### config.mk
export PLATFORM = sky130hd
export DESIGN_NAME = evt_counter_bank
export DESIGN_NICKNAME = d
export VERILOG_FILES = /design/src/rtl/evb_pkg.sv /design/src/rtl/evb_edge_sync.sv /design/src/rtl/evb_chan.sv /design/src/rtl/evt_counter_bank.sv
export SDC_FILE = /design/constraint.sdc
export NUM_CORES = 1
export LEC_CHECK = 0
export CAP_MARGIN = 5
export CELL_PAD_IN_SITES_DETAIL_PLACEMENT = 1
export CELL_PAD_IN_SITES_GLOBAL_PLACEMENT = 1
export CORE_ASPECT_RATIO = 0.5
export CORE_MARGIN = 4
export CORE_UTILIZATION = 49
export DETAILED_ROUTE_END_ITERATION = 8
export PLACE_DENSITY_LB_ADDON = 0.3
export SYNTH_ARGS = -nofsm -noshare
export SYNTH_HDL_FRONTEND = slang
export SYNTH_SLANG_ARGS = --single-unit
### constraint.sdc
create_clock -name clk_i -period 3.2 [get_ports clk_i]
set_input_delay 0.64 -clock clk_i [delete_from_list [all_inputs] [get_ports clk_i]]
set_output_delay 0.64 -clock clk_i [all_outputs]
set_load 0.02 [all_outputs]
### src/rtl/evb_pkg.sv
package evb_pkg;
  localparam logic [1:0] OP_EVENT = 2'b01;

  typedef enum logic [1:0] {
    EDGE_FALL = 2'b00,
    EDGE_RISE = 2'b01,
    EDGE_BOTH = 2'b10,
    EDGE_NONE = 2'b11
  } edge_sel_e;

  typedef struct packed {
    logic      src_casc;
    logic      spare;
    logic [1:0] rsvd;
    edge_sel_e edge_sel;
    logic [1:0] op;
  } mode_t;

  typedef enum logic [1:0] {
    FLD_MODE   = 2'd0,
    FLD_RELOAD = 2'd1,
    FLD_COUNT  = 2'd2,
    FLD_START  = 2'd3
  } fld_e;

  // previous member of the ring inside a group
  function automatic int ring_src(input int ch, input int gsize);
    return ((ch % gsize) == 0) ? ch + gsize - 1 : ch - 1;
  endfunction
endpackage

### src/rtl/evb_edge_sync.sv
module evb_edge_sync #(
  parameter int N      = 6,
  parameter int STAGES = 2
) (
  input  logic         clk_i,
  input  logic         rst_ni,
  input  logic [N-1:0] pin_i,
  output logic [N-1:0] rise_o,
  output logic [N-1:0] fall_o
);
  logic [N-1:0] sync_q [STAGES];
  logic [N-1:0] prev_q;

  always_ff @(posedge clk_i or negedge rst_ni) begin
    if (!rst_ni) sync_q[0] <= '0;
    else         sync_q[0] <= pin_i;
  end

  for (genvar s = 1; s < STAGES; s++) begin : g_stage
    always_ff @(posedge clk_i or negedge rst_ni) begin
      if (!rst_ni) sync_q[s] <= '0;
      else         sync_q[s] <= sync_q[s-1];
    end
  end

  always_ff @(posedge clk_i or negedge rst_ni) begin
    if (!rst_ni) prev_q <= '0;
    else         prev_q <= sync_q[STAGES-1];
  end

  assign rise_o = sync_q[STAGES-1] & ~prev_q;
  assign fall_o = ~sync_q[STAGES-1] & prev_q;

  // one input change gives a single detection pulse
  assert_one_pulse_per_edge_R5: assert property (@(posedge clk_i) disable iff (!rst_ni)
    1'b1 |=> ((rise_o & $past(rise_o)) == '0) && ((fall_o & $past(fall_o)) == '0));
endmodule

### src/rtl/evb_chan.sv
module evb_chan
  import evb_pkg::*;
#(
  parameter int CNT_W  = 16,
  parameter int DATA_W = 16
) (
  input  logic              clk_i,
  input  logic              rst_ni,
  input  logic              mode_we_i,
  input  logic              reload_we_i,
  input  logic              start_we_i,
  input  logic [DATA_W-1:0] wdata_i,
  input  logic              pin_rise_i,
  input  logic              pin_fall_i,
  input  logic              casc_evt_i,
  output mode_t             mode_o,
  output logic [CNT_W-1:0]  reload_o,
  output logic [CNT_W-1:0]  count_o,
  output logic              start_o,
  output logic              uflow_o
);
  mode_t            mode_q;
  logic [CNT_W-1:0] reload_q, count_q, reload_nxt;
  logic             start_q, uflow_q, evt, step;

  always_ff @(posedge clk_i or negedge rst_ni) begin
    if (!rst_ni) begin
      mode_q  <= '0;
      start_q <= 1'b0;
    end else begin
      if (mode_we_i) begin
        mode_q          <= mode_t'(wdata_i[7:0]);
        mode_q.rsvd     <= 2'b00;
      end
      if (start_we_i) start_q <= wdata_i[0];
    end
  end

  always_comb begin
    if (mode_q.src_casc) evt = casc_evt_i;
    else begin
      unique case (mode_q.edge_sel)
        EDGE_FALL: evt = pin_fall_i;
        EDGE_RISE: evt = pin_rise_i;
        EDGE_BOTH: evt = pin_rise_i | pin_fall_i;
        default:   evt = 1'b0;
      endcase
    end
  end

  assign step       = start_q && (mode_q.op == OP_EVENT) && evt;
  assign reload_nxt = reload_we_i ? wdata_i[CNT_W-1:0] : reload_q;

  always_ff @(posedge clk_i or negedge rst_ni) begin
    if (!rst_ni) begin
      reload_q <= '0;
      count_q  <= '0;
      uflow_q  <= 1'b0;
    end else begin
      reload_q <= reload_nxt;
      uflow_q  <= 1'b0;
      if (step) begin
        if (count_q == '0) begin
          count_q <= reload_nxt;
          uflow_q <= 1'b1;
        end else begin
          count_q <= count_q - CNT_W'(1);
        end
      end else if (reload_we_i && !start_q) begin
        count_q <= wdata_i[CNT_W-1:0];
      end
    end
  end

  assign mode_o   = mode_q;
  assign reload_o = reload_q;
  assign count_o  = count_q;
  assign start_o  = start_q;
  assign uflow_o  = uflow_q;

  assert_uflow_reload_R9: assert property (@(posedge clk_i) disable iff (!rst_ni)
    uflow_q |-> (count_q == reload_q));

  assert_hold_stopped_R8: assert property (@(posedge clk_i) disable iff (!rst_ni)
    (!start_q && !reload_we_i) |=> $stable(count_q));

  assert_hold_mode_off_R8: assert property (@(posedge clk_i) disable iff (!rst_ni)
    ((mode_q.op != OP_EVENT) && !reload_we_i) |=> $stable(count_q));

  assert_single_step_R9: assert property (@(posedge clk_i) disable iff (!rst_ni)
    !reload_we_i |=> (count_q == $past(count_q)) ||
                     (count_q == $past(count_q) - CNT_W'(1)) || uflow_q);
endmodule

### src/rtl/evt_counter_bank.sv
module evt_counter_bank
  import evb_pkg::*;
#(
  parameter int NUM_GROUPS = 2,
  parameter int GROUP_SIZE = 3,
  parameter int CNT_W      = 16,
  parameter int DATA_W     = 16,
  parameter int SYNC_STAGES = 2,
  localparam int NUM_CH    = NUM_GROUPS * GROUP_SIZE,
  localparam int CH_W      = $clog2(NUM_CH),
  localparam int ADDR_W    = CH_W + 2
) (
  input  logic              clk_i,
  input  logic              rst_ni,
  input  logic [NUM_CH-1:0] evt_pin_i,
  input  logic              reg_we_i,
  input  logic [ADDR_W-1:0] reg_addr_i,
  input  logic [DATA_W-1:0] reg_wdata_i,
  output logic [DATA_W-1:0] reg_rdata_o,
  output logic [NUM_CH-1:0] uflow_o
);
  logic [NUM_CH-1:0] rise, fall, uflow;
  logic [CH_W-1:0]   ch_sel;
  fld_e              fld;
  mode_t             mode_a   [NUM_CH];
  logic [CNT_W-1:0]  reload_a [NUM_CH];
  logic [CNT_W-1:0]  count_a  [NUM_CH];
  logic              start_a  [NUM_CH];

  assign ch_sel = reg_addr_i[ADDR_W-1:2];
  assign fld    = fld_e'(reg_addr_i[1:0]);

  evb_edge_sync #(.N(NUM_CH), .STAGES(SYNC_STAGES)) u_sync (
    .clk_i  (clk_i),
    .rst_ni (rst_ni),
    .pin_i  (evt_pin_i),
    .rise_o (rise),
    .fall_o (fall)
  );

  for (genvar k = 0; k < NUM_CH; k++) begin : g_ch
    logic hit;
    assign hit = reg_we_i && (ch_sel == CH_W'(k));

    evb_chan #(.CNT_W(CNT_W), .DATA_W(DATA_W)) u_chan (
      .clk_i       (clk_i),
      .rst_ni      (rst_ni),
      .mode_we_i   (hit && fld == FLD_MODE),
      .reload_we_i (hit && fld == FLD_RELOAD),
      .start_we_i  (hit && fld == FLD_START),
      .wdata_i     (reg_wdata_i),
      .pin_rise_i  (rise[k]),
      .pin_fall_i  (fall[k]),
      .casc_evt_i  (uflow[ring_src(k, GROUP_SIZE)]),
      .mode_o      (mode_a[k]),
      .reload_o    (reload_a[k]),
      .count_o     (count_a[k]),
      .start_o     (start_a[k]),
      .uflow_o     (uflow[k])
    );
  end

  always_comb begin
    reg_rdata_o = '0;
    for (int k = 0; k < NUM_CH; k++) begin
      if (ch_sel == CH_W'(k)) begin
        unique case (fld)
          FLD_MODE:   reg_rdata_o = DATA_W'(mode_a[k]);
          FLD_RELOAD: reg_rdata_o = DATA_W'(reload_a[k]);
          FLD_COUNT:  reg_rdata_o = DATA_W'(count_a[k]);
          default:    reg_rdata_o = DATA_W'(start_a[k]);
        endcase
      end
    end
  end

  assign uflow_o = uflow;

  // reserved mode bits never read back as set
  assert_rsvd_zero_R2: assert property (@(posedge clk_i) disable iff (!rst_ni)
    (fld == FLD_MODE) |-> (reg_rdata_o[5:4] == 2'b00));
endmodule

# Word level (Yosys, flattened, before mapping)
# Index checks and enable logic that the tools add are counted.
# op_classes
n_eq_ne	26
bitwise	10
mux	60
add_sub_neg	6
n_reduce_logical	68
# ops
op	count
two-way mux 16 bit	30
case mux 16 bit (3 select lines)	6
logical NOT 16 bit	6
subtractor 16 x 1 -> 16 bit, second input constant	6
logical AND 1 bit	42
== test 2 x 1 -> 1 bit, second input constant	13
two-way mux 1 bit	18
case mux 1 bit (3 select lines)	6
== test 2 bit, second input constant	8
logical NOT 2 bit	7
bitwise AND 6 bit	2
inverter 6 bit	2
nonzero test 2 bit	6
== test 3 x 2 -> 1 bit, second input constant	2
== test 3 bit, second input constant	2
logical NOT 1 bit	6
OR 1 bit	6
== test 3 x 1 -> 1 bit, second input constant	1
logical NOT 3 bit	1
# word_totals
word_cells	221
register_bits	258
input_bits	30
out_inout_bits	22

# Logic depth before layout (Yosys ltp)
# logic_depth
word_depth	8
mapped_depth	10

# By module
# A second synthesis with hierarchy kept.
# unflattened
hier_cells	1619
area_unflattened_um2	16549.6
# modules_own_cells
module	cells_each	area_per_inst_um2	instances
evb_chan (g_ch[1].u_chan ...)	209	2269.7	3
evb_chan (g_ch[4].u_chan ...)	212	2270.9	2
evt_counter_bank	325	2389.8	1
evb_chan (g_ch[0].u_chan)	213	2253.4	1
evb_edge_sync	30	555.5	1

# Least setup slack after synthesis
# OpenSTA, ideal clock, no wires.
# synth_timing
path_type	input to output
startpoint	input reg_addr_i[1]
endpoint	output reg_rdata_o[15]
arrival_time_ps	2426
stages	9
path_buffers	4
required_ps	2560
setup_slack_ps	134
path_cell_list	buf_2 -> nor2b_1 -> clkbuf_1 -> clkbuf_1 -> buf_1 -> a22oi_1 -> o22ai_1 -> nor2_1 -> o21ai_0
# synth_between
elab_chain_cells	8
# synth_rtl
item	line	rtl
start: declaration	evt_counter_bank.sv:17	input logic [ADDR_W-1:0] reg_addr_i,
== test 2 bit (tied with other cells)	evt_counter_bank.sv:67	unique case (fld)
case mux 16 bit (3 select lines)	evt_counter_bank.sv:67	
two-way mux 16 bit (5 in a row)	evt_counter_bank.sv:66	if (ch_sel == CH_W'(k)) begin
two-way mux 16 bit (*)	evt_counter_bank.sv:66	
end: declaration	evt_counter_bank.sv:19	output logic [DATA_W-1:0] reg_rdata_o,
# Every way passes the cells marked *; elsewhere a longest branch is shown, timed or not.

# Worst setup path after layout
# layout_timing
startpoint	input reg_addr_i[3]
endpoint	output reg_rdata_o[14]
# layout_between
elab_chain_cells	7
# layout_rtl
item	line
logical NOT 3 bit	evt_counter_bank.sv:66
two-way mux 16 bit (5 in a row)	evt_counter_bank.sv:66
two-way mux 16 bit (*)	evt_counter_bank.sv:66
# Marks and branches as above.

==> impl_metrics.env <==
export IMPL_clock_fmax_mhz=314.5
export IMPL_path_buf_inv=3
export IMPL_syn_area_um2=15780
export IMPL_ys_warn_count=0
export IMPL_drtIter0Drc=1924
export IMPL_yosysSeqAreaShare_pct=40.91
export IMPL_clockBufferDepth=3
export IMPL_grt_pass1_wl_mm=101.5
export IMPL_synth_edff_count=0
export IMPL_ys_ff_latch=258
export IMPL_die_w_um=261.8
export IMPL_drv_slew=0
export IMPL_yosys_mux_area_fraction_pct=11.84
export IMPL_routedWlPerCell_um=29.19
export IMPL_start_kind="primary input"
export IMPL_finalSetupViolCount=0
export IMPL_rows=46
export IMPL_clock_latency_ns=0.55
export IMPL_hold_slack_ns=0.04781
export IMPL_netlist_top_cells_area="dfrtp_1, mux2_2, nand2_1, o21ai_0, nor2_1"
export IMPL_grt_max_degree=78
export IMPL_relSlewSlack_pct=40.79
export IMPL_crit_path_end_kind="output pin"
export IMPL_fin_area_um2=18590
export IMPL_finalHoldViolCount=0
export IMPL_crit_family="buffers and inverters"
export IMPL_post_synth_num_cell_types=88
export IMPL_antenna_found_initial=0
export IMPL_p_per_area_nw_per_um2=676.9
export IMPL_min_period_over_period_pct=99.36
export IMPL_hold_buffers=0
export IMPL_synth_xor_area_share_pct=0.6660
export IMPL_final_common_cell="dfrtp_1"
export IMPL_yosys_area_top_type="dfrtp_1"
export IMPL_crit_type="in2out"
export IMPL_worst_hold_path_type="in2async"
export IMPL_start_util_pct=49.76
export IMPL_drc=0
export IMPL_synth_adder_area_share_pct=1.903
export IMPL_grt_pass1_vias=15970
export IMPL_slowest_stage="clkdlybuf4s50_1"
export IMPL_drv_cap=0
export IMPL_die_area_um2=35320
export IMPL_cts_sinks=258
export IMPL_dpl_hpwl_mm=48.65
export IMPL_synth_simple_area_share_pct=18.36
export IMPL_peakVddDrop_v=0.0004341
export IMPL_layout_nets=1890
export IMPL_place_congestion=1.009
export IMPL_p_leak_nw=8.009
export IMPL_n_antenna_cell=0
export IMPL_rsz0062_at_grt="true"
export IMPL_critical_path_required_ns=2.56
export IMPL_critPathMaxFanout=11
export IMPL_synth_compound_area_share_pct=21.45
export IMPL_worstPathArrival_ns=2.54
export IMPL_numPlacedInstances=2240
export IMPL_fp_dieH_um=134.9
export IMPL_root_buffer="clkbuf_16"
export IMPL_postRouteAntennaNets=0
export IMPL_portBuffers=51
export IMPL_core_area_um2=31710
export IMPL_cts_made_buffers=26
export IMPL_syn2layout_area_growth_pct=17.77
export IMPL_utilization_pct=58.60
export IMPL_final_cell_mix="dfrtp_1, nand2_1, buf_4"
export IMPL_path_cells="clkdlybuf4s50_1, buf_4, nand2b_1, o22ai_1, nor2_1, o21ai_0, dlygate4sd2_1"
export IMPL_worstMarginPinSlew_ns=0.8842
export IMPL_dpl_cell_area_um2=17730
export IMPL_fin_crit_ns=3.180
export IMPL_n_fill_cell=3597
export IMPL_syn_avg_cell_area_um2=9.138
export IMPL_synthCells=1727
export IMPL_path_clk_slew_ns=0.07
export IMPL_dr_pass1_iters=5
export IMPL_wirelength_mm=66.79
export IMPL_viasPerCell=6.886
export IMPL_fin_skew_ns=0.01339
export IMPL_status="complete, no violations"
export IMPL_max_stage_delay_ns=0.47
export IMPL_synth_top_area_share_pct=40.91
export IMPL_final_layout_size_suffix_gt1_share_pct=19.99
export IMPL_synth_top_flop_cell="dfrtp_1"
export IMPL_synth_top_family_by_area="compound AO/OA/AOI/OAI gates"
export IMPL_stdcell_count=2288
export IMPL_io_pins=52
export IMPL_via_count=15760
export IMPL_tns_ns=0
export IMPL_gr_usage_all_layers_pct=37.44
export IMPL_syn_num_nets=1781
export IMPL_async_reset_ff_share_pct=100.0
export IMPL_cts_tree="done"
export IMPL_htreeDepth=1
export IMPL_gr_total_overflow=0
state kept, by name (all words and copies together), names as in the netlist:
name,cells
g_ch.u_chan.count_o,96
g_ch.u_chan.reload_o,96
g_ch.u_chan.mode_o,36
u_sync.sync_q,12
g_ch.u_chan.start_o,6
g_ch.u_chan.uflow_o,6
u_sync.prev_q,6
cell usage after synthesis, types with 8 or more instances:
cell and instances:
o211ai_1 29, inv_1 45, a221oi_1 23, nand2_1 187, nand3b_1 11, a211oi_1 19, dfrtp_1 258, o21ai_0 129
and2_1 12, nand3_1 30, a22oi_1 52, nand4_1 8, mux2i_1 45, buf_1 9, ha_1 24, clkbuf_1 95
xor2_1 10, or3_1 19, mux2_2 117, a21oi_1 95, buf_4 9, o221ai_1 11, o22ai_1 23, and3_1 9
nor2b_1 19, nor2_1 131, buf_2 23, or4_1 8, a2bb2oi_1 8, nand2b_1 21, a221o_1 31, nor3b_1 10
nor4_1 27, nor3_1 52
routing by layer:
layer | vias to the layer above | routed length (um) | global-route usage (%)
met5 | - | 0 | 0
met4 | 0 | 2557 | 12.20
met3 | 190 | 7167 | 8.788
met2 | 893 | 28920 | 56.47
met1 | 8055 | 28140 | 53.52
li1 | 6618 | - | -
cell families after synthesis:
family          Yosys count
mux                     167
simple gates            583
fa+ha+maj                24
buf+inv                 184
xor+xnor                 12
compound gates          499
flops                   258
path summary, 6_finish.rpt:
path                                                            start                                endpoint  slack, ns  cells after the start
worst max-delay path                                    reg_addr_i[3]                         reg_rdata_o[14]       0.02                      7
worst min-delay path                                           rst_ni  g_ch[3].u_chan.count_o[10]$_DFFE_PN0P_       0.05                      1
worst max register to register  g_ch[0].u_chan.count_o[1]$_DFFE_PN0P_   g_ch[0].u_chan.count_o[3]$_DFFE_PN0P_       0.34                      9
worst min register to register            u_sync.sync_q[10]$_DFF_PN0_              u_sync.sync_q[4]$_DFF_PN0_       0.36                      0
max in group asynchronous                                      rst_ni   g_ch[5].u_chan.count_o[8]$_DFFE_PN0P_       2.29                      2
min in group clk_i                        u_sync.sync_q[10]$_DFF_PN0_              u_sync.sync_q[4]$_DFF_PN0_       0.36                      0
power by group:
group | switching, mW | total, mW | internal (mW)
clock | 1.43 | 3.23 | 1.79
sequential | 1.50 | 5.62 | 4.13
combinational | 2.10 | 3.73 | 1.63
total | 5.03 | 12.6 | 7.55
repair_timing:
item	4_1_cts	5_1_grt
setup buffers	0	0
pin swaps	0	0
setup endpoints to repair	16	13
resized for setup	25	20
through the flow:
step	power, mW	worst slack, ns
2_1_floorplan	7.385	0.1341
3_3_place_gp	8.906	-0.2736
6_report	12.58	0.02039
4_1_cts	12.42	0.008466
5_1_grt	13.09	-0.02621
3_5_place_dp	9.172	-0.3104
final cells by class:
type / count / area (um^2) / share of cell area [%]
Multi-Input combinational cell: 1285 / 8600 / 46.27
Sequential cell: 258 / 6456 / 34.74
Timing Repair Buffer: 219 / 1949 / 10.49
Clock buffer: 39 / 790.8 / 4.255
Tap cell: 432 / 540.5 / 2.908
Inverter: 46 / 172.7 / 0.9290
Clock inverter: 9 / 76.32 / 0.4107
Power figures use the tool's default switching activity.
